[config.mk]
export PLATFORM = sky130hd
export DESIGN_NAME = iram_window_unit
export DESIGN_NICKNAME = d
export VERILOG_FILES = /design/src/rtl/iwu_pkg.sv /design/src/rtl/iwu_ctrl.sv /design/src/rtl/iwu_datapath.sv /design/src/rtl/iram_window_unit.sv
export SDC_FILE = /design/constraint.sdc
export NUM_CORES = 2
export LEC_CHECK = 0
export BUFFER_PORTS_ARGS = -buffer_cell sky130_fd_sc_hd__buf_4
export CORE_MARGIN = 2
export CORE_UTILIZATION = 40
export CTS_CLUSTER_DIAMETER = 30
export CTS_CLUSTER_SIZE = 25
export DETAILED_ROUTE_END_ITERATION = 10
export PLACE_DENSITY_LB_ADDON = 0.15
export SYNTH_ARGS = -nofsm -noshare
export SYNTH_HDL_FRONTEND = slang
export SYNTH_SLANG_ARGS = --single-unit
[constraint.sdc]
create_clock -name clk -period 13.1 [get_ports clk]
set_input_delay 1.965 -clock clk [delete_from_list [all_inputs] [get_ports clk]]
set_output_delay 1.965 -clock clk [all_outputs]
set_load 0.03 [all_outputs]
[src/rtl/iwu_pkg.sv]
package iwu_pkg;
  localparam int BYTE_W    = 8;
  localparam int MAX_BYTES = 3;
  localparam int LANE_W    = $clog2(MAX_BYTES);
  localparam int DATA_W    = BYTE_W * MAX_BYTES;

  typedef enum logic [1:0] {
    MODE_WIN     = 2'd0,
    MODE_ABS     = 2'd1,
    MODE_IDX     = 2'd2,
    MODE_BASEIDX = 2'd3
  } addrMode_e;

  typedef struct packed {
    logic              accept;
    logic              clrRd;
    logic              wrEn;
    logic              rdEn;
    logic [LANE_W-1:0] laneIdx;
  } ctrlStrobe_t;
endpackage

[src/rtl/iwu_ctrl.sv]
module iwu_ctrl
  import iwu_pkg::*;
(
  input  logic        clk,
  input  logic        rstN,
  input  logic        reqValid,
  input  logic        reqWrite,
  input  logic [1:0]  reqWidth,
  output ctrlStrobe_t strobe,
  output logic        busy,
  output logic        done
);
  logic [LANE_W-1:0] laneCnt;
  logic [LANE_W-1:0] lastLane;
  logic              isWrite;
  logic              accept;
  logic [LANE_W-1:0] reqLast;

  assign accept  = reqValid & ~busy;
  assign reqLast = (reqWidth == 2'd0) ? '0 : LANE_W'(reqWidth - 2'd1);

  always_ff @(posedge clk or negedge rstN) begin
    if (!rstN) begin
      busy     <= 1'b0;
      done     <= 1'b0;
      laneCnt  <= '0;
      lastLane <= '0;
      isWrite  <= 1'b0;
    end else if (accept) begin
      busy     <= 1'b1;
      done     <= 1'b0;
      laneCnt  <= '0;
      lastLane <= reqLast;
      isWrite  <= reqWrite;
    end else if (busy) begin
      if (laneCnt == lastLane) begin
        busy <= 1'b0;
        done <= 1'b1;
      end else begin
        laneCnt <= laneCnt + 1'b1;
        done    <= 1'b0;
      end
    end else begin
      done <= 1'b0;
    end
  end

  always_comb begin
    strobe.accept  = accept;
    strobe.clrRd   = accept & ~reqWrite;
    strobe.wrEn    = busy & isWrite;
    strobe.rdEn    = busy & ~isWrite;
    strobe.laneIdx = laneCnt;
  end
endmodule

[src/rtl/iwu_datapath.sv]
module iwu_datapath
  import iwu_pkg::*;
#(
  parameter int ADDR_W = 8
) (
  input  logic              clk,
  input  logic              rstN,
  input  ctrlStrobe_t       strobe,
  input  logic [1:0]        reqMode,
  input  logic [ADDR_W-1:0] reqOperand,
  input  logic [DATA_W-1:0] reqWrData,
  input  logic              bpLoad,
  input  logic [ADDR_W-1:0] bpData,
  input  logic              pxLoad,
  input  logic [ADDR_W-1:0] pxData,
  output logic [DATA_W-1:0] rdData,
  output logic [ADDR_W-1:0] baseAddr,
  output logic [ADDR_W-1:0] bpQ,
  output logic [ADDR_W-1:0] pxQ
);
  localparam int DEPTH = 1 << ADDR_W;

  logic [BYTE_W-1:0] mem     [DEPTH];
  logic [BYTE_W-1:0] wrLanes [MAX_BYTES];
  logic [BYTE_W-1:0] rdLanes [MAX_BYTES];
  logic [ADDR_W-1:0] effAddr;
  logic [ADDR_W-1:0] curAddr;
  logic [BYTE_W-1:0] memRd;

  always_ff @(posedge clk or negedge rstN) begin
    if (!rstN) begin
      bpQ <= '0;
      pxQ <= '0;
    end else begin
      if (bpLoad) bpQ <= bpData;
      if (pxLoad) pxQ <= pxData;
    end
  end

  always_comb begin
    unique case (addrMode_e'(reqMode))
      MODE_WIN:     effAddr = bpQ + reqOperand;
      MODE_ABS:     effAddr = reqOperand;
      MODE_IDX:     effAddr = pxQ + reqOperand;
      MODE_BASEIDX: effAddr = bpQ + pxQ;
      default:      effAddr = reqOperand;
    endcase
  end

  always_ff @(posedge clk or negedge rstN) begin
    if (!rstN) baseAddr <= '0;
    else if (strobe.accept) baseAddr <= effAddr;
  end

  assign curAddr = baseAddr + ADDR_W'(strobe.laneIdx);
  assign memRd   = mem[curAddr];

  always_ff @(posedge clk) begin
    if (strobe.wrEn) mem[curAddr] <= wrLanes[strobe.laneIdx];
  end

  for (genvar g = 0; g < MAX_BYTES; g++) begin : gLane
    always_ff @(posedge clk or negedge rstN) begin
      if (!rstN) begin
        wrLanes[g] <= '0;
        rdLanes[g] <= '0;
      end else begin
        if (strobe.accept) wrLanes[g] <= reqWrData[g*BYTE_W +: BYTE_W];
        if (strobe.clrRd) rdLanes[g] <= '0;
        else if (strobe.rdEn && strobe.laneIdx == LANE_W'(g)) rdLanes[g] <= memRd;
      end
    end
    assign rdData[g*BYTE_W +: BYTE_W] = rdLanes[g];
  end
endmodule

[src/rtl/iram_window_unit.sv]
module iram_window_unit
  import iwu_pkg::*;
#(
  parameter int ADDR_W = 8
) (
  input  logic              clk,
  input  logic              rstN,
  input  logic              reqValid,
  input  logic              reqWrite,
  input  logic [1:0]        reqMode,
  input  logic [ADDR_W-1:0] reqOperand,
  input  logic [1:0]        reqWidth,
  input  logic [DATA_W-1:0] reqWrData,
  input  logic              bpLoad,
  input  logic [ADDR_W-1:0] bpData,
  input  logic              pxLoad,
  input  logic [ADDR_W-1:0] pxData,
  output logic [DATA_W-1:0] rdData,
  output logic              done
);
  ctrlStrobe_t       strobe;
  logic              busy;
  logic              accept;
  logic [ADDR_W-1:0] baseAddr;
  logic [ADDR_W-1:0] bpQ;
  logic [ADDR_W-1:0] pxQ;

  assign accept = strobe.accept;

  iwu_ctrl u_ctrl (
    .clk      (clk),
    .rstN     (rstN),
    .reqValid (reqValid),
    .reqWrite (reqWrite),
    .reqWidth (reqWidth),
    .strobe   (strobe),
    .busy     (busy),
    .done     (done)
  );

  iwu_datapath #(.ADDR_W(ADDR_W)) u_dp (
    .clk        (clk),
    .rstN       (rstN),
    .strobe     (strobe),
    .reqMode    (reqMode),
    .reqOperand (reqOperand),
    .reqWrData  (reqWrData),
    .bpLoad     (bpLoad),
    .bpData     (bpData),
    .pxLoad     (pxLoad),
    .pxData     (pxData),
    .rdData     (rdData),
    .baseAddr   (baseAddr),
    .bpQ        (bpQ),
    .pxQ        (pxQ)
  );
endmodule

* After elaboration in Yosys (flattened, before gate mapping)
Memory sizes are Yosys's and may differ from the RTL's. Cells that the tools add are included.
Word-level totals: bits in registers 79, RAM bits 2048, bits of input ports 58, output and inout bits 25, memories 1
Operators by class: add/sub/neg operators 6, $lt $le $gt $ge 1, equality and inequality tests 7, muxes and demuxes 22, bitwise logic cells 8, reduce and logical (&&, ||, !) cells 11
Memories:
- u_dp.mem | words 256, bits a word 8, rd ports 1, clocked after memory_dff 0, write ports 1, RTL line iwu_datapath.sv:23 | logic [BYTE_W-1:0] mem [DEPTH];
Operators by type and width (number):
- 2-to-1 mux 8 bit | 8
- one-hot mux 8 bit (4 select lines) | 1
- adder 8 bit | 3
- binary-select mux 8 bit (select 2 bit) | 1
- adder 8 x 2 -> 8 bit | 1
- 2-to-1 mux 1 bit | 8
- 2-to-1 mux 2 bit | 4
- nonzero test 2 bit | 4
- equality test 2 bit (second input constant) | 3
- zero test 2 bit | 3
- bitwise AND 1 bit | 4
- equality test 2 x 1 -> 1 bit (second input constant) | 2
- greater-or-equal comparator 3 bit (second input constant) | 1
- logical AND 1 bit | 3
- NOT 1 bit | 3
- NOT 2 -> 3 bit | 1
- adder 2 x 1 -> 2 bit (second input constant) | 1
- equality test 2 bit | 1
- inequality test 2 x 1 -> 1 bit (second input constant) | 1
- AND reduction 2 bit | 1
- subtractor 2 x 1 -> 2 bit (second input constant) | 1

* Depth between registers and ports, before layout
depth in word-level cells 5, depth in mapped cells 14, depth with buffers taken out 13

* Cells and area by module
From an unflattened synthesis, not the netlist that was laid out.
Unflattened totals: cell total of the unflattened synthesis 4411, area, all modules 84538.6 sq um
Modules (own cells, without submodules):
- iwu_datapath | times used 1, cells an instance 4375, area an instance 84170.7 sq um, seq. area each 63300.7 sq um
- iwu_ctrl | times used 1, cells an instance 36, area an instance 367.9 sq um, seq. area each 175.2 sq um

* Least setup slack after synthesis
Ideal clock, no wire load.
kind reg-to-reg, start point register u_ctrl.laneCnt[0], end point memory u_dp.mem[0][0] (data pin), library setup time 2187 ps, data arrival time 10902 ps, path slack 11 ps, stages on the path, launching flop included 4, buffers on the path 1, clock period less this slack 13089 ps, cells stage by stage dfrtp_1 buf_1 mux2i_1 o21ai_0
Between the ends: longest elaborated chain between the ends 4
RTL lines:
- from (decl) | RTL line iwu_ctrl.sv:13 | logic [LANE_W-1:0] laneCnt;
- from (signal assigned) | RTL line iwu_ctrl.sv:40 | laneCnt <= laneCnt + 1'b1;
- NOT 2 -> 3 bit (implied by the code) | RTL line iwu_datapath.sv:59 | if (strobe.wrEn) mem[curAddr] <= wrLanes[strobe.laneIdx];
- binary-select mux 8 bit (select 2 bit) | RTL line iwu_datapath.sv:59
- 2-to-1 mux 8 bit (implied by the code) (2 in a row) | RTL line iwu_datapath.sv:59
- to (decl) | RTL line iwu_datapath.sv:23
Every way passes these cells. The select of a mux whose other input is x is not followed.

* Worst setup path in the final report
start point register u_ctrl.laneCnt[0], end point register u_dp.rdLanes (netlist bit u_dp.rdData[19])
Between the ends: longest elaborated chain between the ends 4, elaborated cells between the ends (all ways) 7, classes of those cells 1 x add/sub; 1 x eq/ne; 2 x mux; 2 x reduce/logical; 1 x memory
RTL lines:
- adder 8 x 2 -> 8 bit | RTL line iwu_datapath.sv:55 | assign curAddr = baseAddr + ADDR_W'(strobe.laneIdx);
- memory read (256 x 8 bit)
- 2-to-1 mux 8 bit | RTL line iwu_datapath.sv:70 | else if (strobe.rdEn && strobe.laneIdx == LANE_W'(g)) rdLanes[g] <= memRd;
- 2-to-1 mux 8 bit | RTL line iwu_datapath.sv:69 | if (strobe.clrRd) rdLanes[g] <= '0;
- to (signal, indexed assignment) | RTL line iwu_datapath.sv:70
- to (decl) | RTL line iwu_datapath.sv:25 | logic [BYTE_W-1:0] rdLanes [MAX_BYTES];
Parallel ways exist; a longest one is shown, timed or not. The select of a mux whose other input is x is not followed. A chain may end at the register's enable or synchronous reset.

==> impl_metrics.env <==
export IMPL_run_status="complete, no violations"
export IMPL_core_area_um2=210000
export IMPL_slew_viol_final=0
export IMPL_area_growth_pct=22.3
export IMPL_synth_compound_area_frac=0.0222
export IMPL_route_antenna_remaining_nets=0
export IMPL_grt_setup_unrepaired="no"
export IMPL_die_w_um=464
export IMPL_tritoncts="done"
export IMPL_hold_buffers=0
export IMPL_critical_path_arrival_ns=7.38
export IMPL_wl_per_cell_um=28.9
export IMPL_detailedPlace_worstSlack_ns=6.57
export IMPL_cts_buffer_depth=4
export IMPL_drt_iter0_drc=4272
export IMPL_hpwl_um=128000
export IMPL_routed_wl_um=231000
export IMPL_layout_drive_gt1_share=0.289
export IMPL_hold_viol=0
export IMPL_die_area_um2=215000
export IMPL_postSynthCellCount=4470
export IMPL_finalPower_mw=31.9
export IMPL_htreeDepth=5
export IMPL_synth_xor_area_frac=0.00239
export IMPL_synth_seq_cells=2127
export IMPL_grt_usage=0.213
export IMPL_ys_seq_area_frac=0.750
export IMPL_synth_top_cell_area_share=0.727
export IMPL_synth_most_common_cell="edfxtp_1"
export IMPL_p_leak_nw=34.2
export IMPL_fin_setup_tns_ns=0
export IMPL_cp_required_ns=14.01
export IMPL_worst_r2r_cell_count=12
export IMPL_synthMuxAreaShare=0.144
export IMPL_ff2ff_setup_slack_ns=6.62
export IMPL_synthSimpleGateAreaFrac=0.0572
export IMPL_antenna_found_initial=6
export IMPL_rows=168
export IMPL_fin_skew_ns=0.0666
export IMPL_crit_fanout=98
export IMPL_grt_max_degree=205
export IMPL_pwr_density_cell_nw_per_um2=308
export IMPL_whs_path_depth=2
export IMPL_synthFlopType="edfxtp_1"
export IMPL_drc=0
export IMPL_clkTransAtPathRegs_ns=0.05
export IMPL_num_vias=44673
export IMPL_setup_violations=0
export IMPL_grt_pass1_vias=46011
export IMPL_worstMarginPinSlew_ns=1.35
export IMPL_min_from="u_dp.wrLanes[21]"
export IMPL_cts_sinks=2127
export IMPL_reg2reg_from="u_ctrl.laneCnt[0]"
export IMPL_synth_cells_most_frequent="edfxtp_1 (2048), nand2_1 (604), mux4_2 (507)"
export IMPL_worstHoldPathType="reg2reg"
export IMPL_synth_warnings=0
export IMPL_routabilityCongestion=0.777
export IMPL_min_period_ns=6.48
export IMPL_async_flop_share=0.0371
export IMPL_endpoint_kind="flop"
export IMPL_synth_top_area_cell="edfxtp_1"
export IMPL_grt_pass1_wl_um=333000
export IMPL_synth_edff_count=2048
export IMPL_vias_per_cell=5.58
export IMPL_fin_ws_ns=6.62
export IMPL_ios=83
export IMPL_clk_latency_ns=0.97
export IMPL_max_freq_mhz=154
export IMPL_die_h_um=464
export IMPL_synthAdderAreaFrac=0.00352
export IMPL_syn_area_um2=84600
export IMPL_cts_root_buf="clkbuf_16"
export IMPL_post_cts_resized=0
export IMPL_vdd_drop_max_mv=0.344
export IMPL_ys_top_cells_by_area="edfxtp_1 (73%), mux4_2 (13%), nand2_1 (2.7%)"
export IMPL_numCtsBuffers=446
export IMPL_overflow=0
export IMPL_min_period_over_period=0.494
export IMPL_synth_area_per_cell_um2=18.9
export IMPL_initial_utilization=0.403
export IMPL_port_buffers=82
export IMPL_yosysUniqueCellTypes=89
export IMPL_crit_type="reg2reg"
export IMPL_drt_pass1_iter_count=6
export IMPL_cap_viol_max_count=0
export IMPL_relSlewSlack=0.103
export IMPL_hold_path_end="u_dp.wrLanes[21]"
export IMPL_syn_nets=4550
export IMPL_startpoint_type="flop"
export IMPL_nets=4905
export IMPL_reg2reg_to="u_dp.rdData[19]"
export IMPL_postCtsSetupBuffers=0
export IMPL_synth_top_family_by_area="multiplexers"
[kinds of logic after synthesis]
group	count (synthesis)
AOI/OAI and AO/OA	285
buffers and inverters	285
xor gates and xnor gates	18
muxes	582
and+or+nand+nor	1151
DFF	2127
adders and majority gates	22
[final cells by class]
cell class                 instances  area (um^2)
fill                           17181       107000
sequential                      2127        63500
multi-input combinational       2058        19700
clock buffer                     489        11400
clock inverter                   325         3800
tap                             2805         3510
timing repair buffer             173         1520
inverter                          19         71.3
antenna                            3         7.51
[layout by cell type, fill, tap and decap left out, drive strengths merged, types with 7 or more instances in the layout]
master | netlist | routed
nor3 | 14 | 14
inv | 19 | 55
nand3 | 145 | 145
bufinv | 0 | 71
mux4 | 507 | 507
or3 | 7 | 7
ha | 19 | 19
nor2 | 294 | 294
nor2b | 7 | 7
nor4 | 8 | 8
a21oi | 108 | 108
clkinvlp | 0 | 53
a211oi | 8 | 8
nand2 | 606 | 606
a32oi | 9 | 9
o21ai | 45 | 45
xnor2 | 14 | 14
and3 | 39 | 39
edfxtp | 2048 | 2048
o22ai | 14 | 14
mux2 | 37 | 37
nand2b | 9 | 9
mux2i | 38 | 38
a31oi | 28 | 28
clkbuf | 71 | 489
buf | 195 | 173
clkinv | 0 | 165
dfrtp | 79 | 79
[registers in the layout (all words and copies together), names as in the netlist]
name,count
u_dp.mem,2048
u_ctrl.done,1
u_ctrl.busy,1
u_dp.pxQ,8
u_dp.baseAddr,8
u_ctrl.lastLane,2
u_dp.rdData,24
u_dp.wrLanes,24
u_dp.bpQ,8
u_ctrl.laneCnt,2
u_ctrl.isWrite,1
[report_power, final]
group / switching, mW / internal [mW]
Combinational: 7.36 / 3.68
Clock: 3.65 / 7.67
Sequential: 0.126 / 9.42
[per-layer routing]
layer  global-route usage  vias to the layer above  part of all wire
met5                    0                        -                 0
met4               0.0611                        0             0.024
met3               0.0455                      354             0.073
met2                0.334                     1779              0.47
met1                0.302                    23777              0.43
li1                     -                    18763                 -
[through the flow]
| stage | hold slack (ns) | cell area (um^2) | instances | utilization |
|---|---|---|---|---|
| after global placement | 0.459 | 88200 | 7182 | 0.420 |
| final | 0.473 | 103000 | 7999 | 0.493 |
| after global routing | 0.493 | 103000 | 7996 | 0.493 |
| after detailed placement | 0.462 | 88200 | 7182 | 0.420 |
| after floorplan | 0.445 | 84600 | 4470 | - |
| after CTS | 0.478 | 103000 | 7996 | 0.493 |
[worst max-delay path, cell delays in order, from the launching register on]
cell and delay, ns:
dfrtp_1 0.67, ha_4 0.35, fa_4 1.35, buf_4 0.77
buf_12 0.43, mux4_2 0.35, nand2_1 0.10, and3_1 0.25
a31oi_1 0.40, o22ai_1 0.25, a211oi_1 0.52, and4_1 0.47
mux2_2 0.21
[worst max-delay path by stage]
stage,slack [ns],cells after the start,endpoint,startpoint
floorplan,0.01,3,u_dp.mem[0][0],u_ctrl.laneCnt[0]
global placement,6.65,12,u_dp.rdData[15],u_ctrl.laneCnt[0]
detailed placement,6.57,12,u_dp.rdData[15],u_ctrl.laneCnt[0]
CTS,6.55,12,u_dp.rdData[15],u_ctrl.laneCnt[0]
global route,6.42,12,u_dp.rdData[17],u_ctrl.laneCnt[0]
finish,6.62,12,u_dp.rdData[19],u_ctrl.laneCnt[0]
Note: power is estimated with default switching activity, not from simulation.
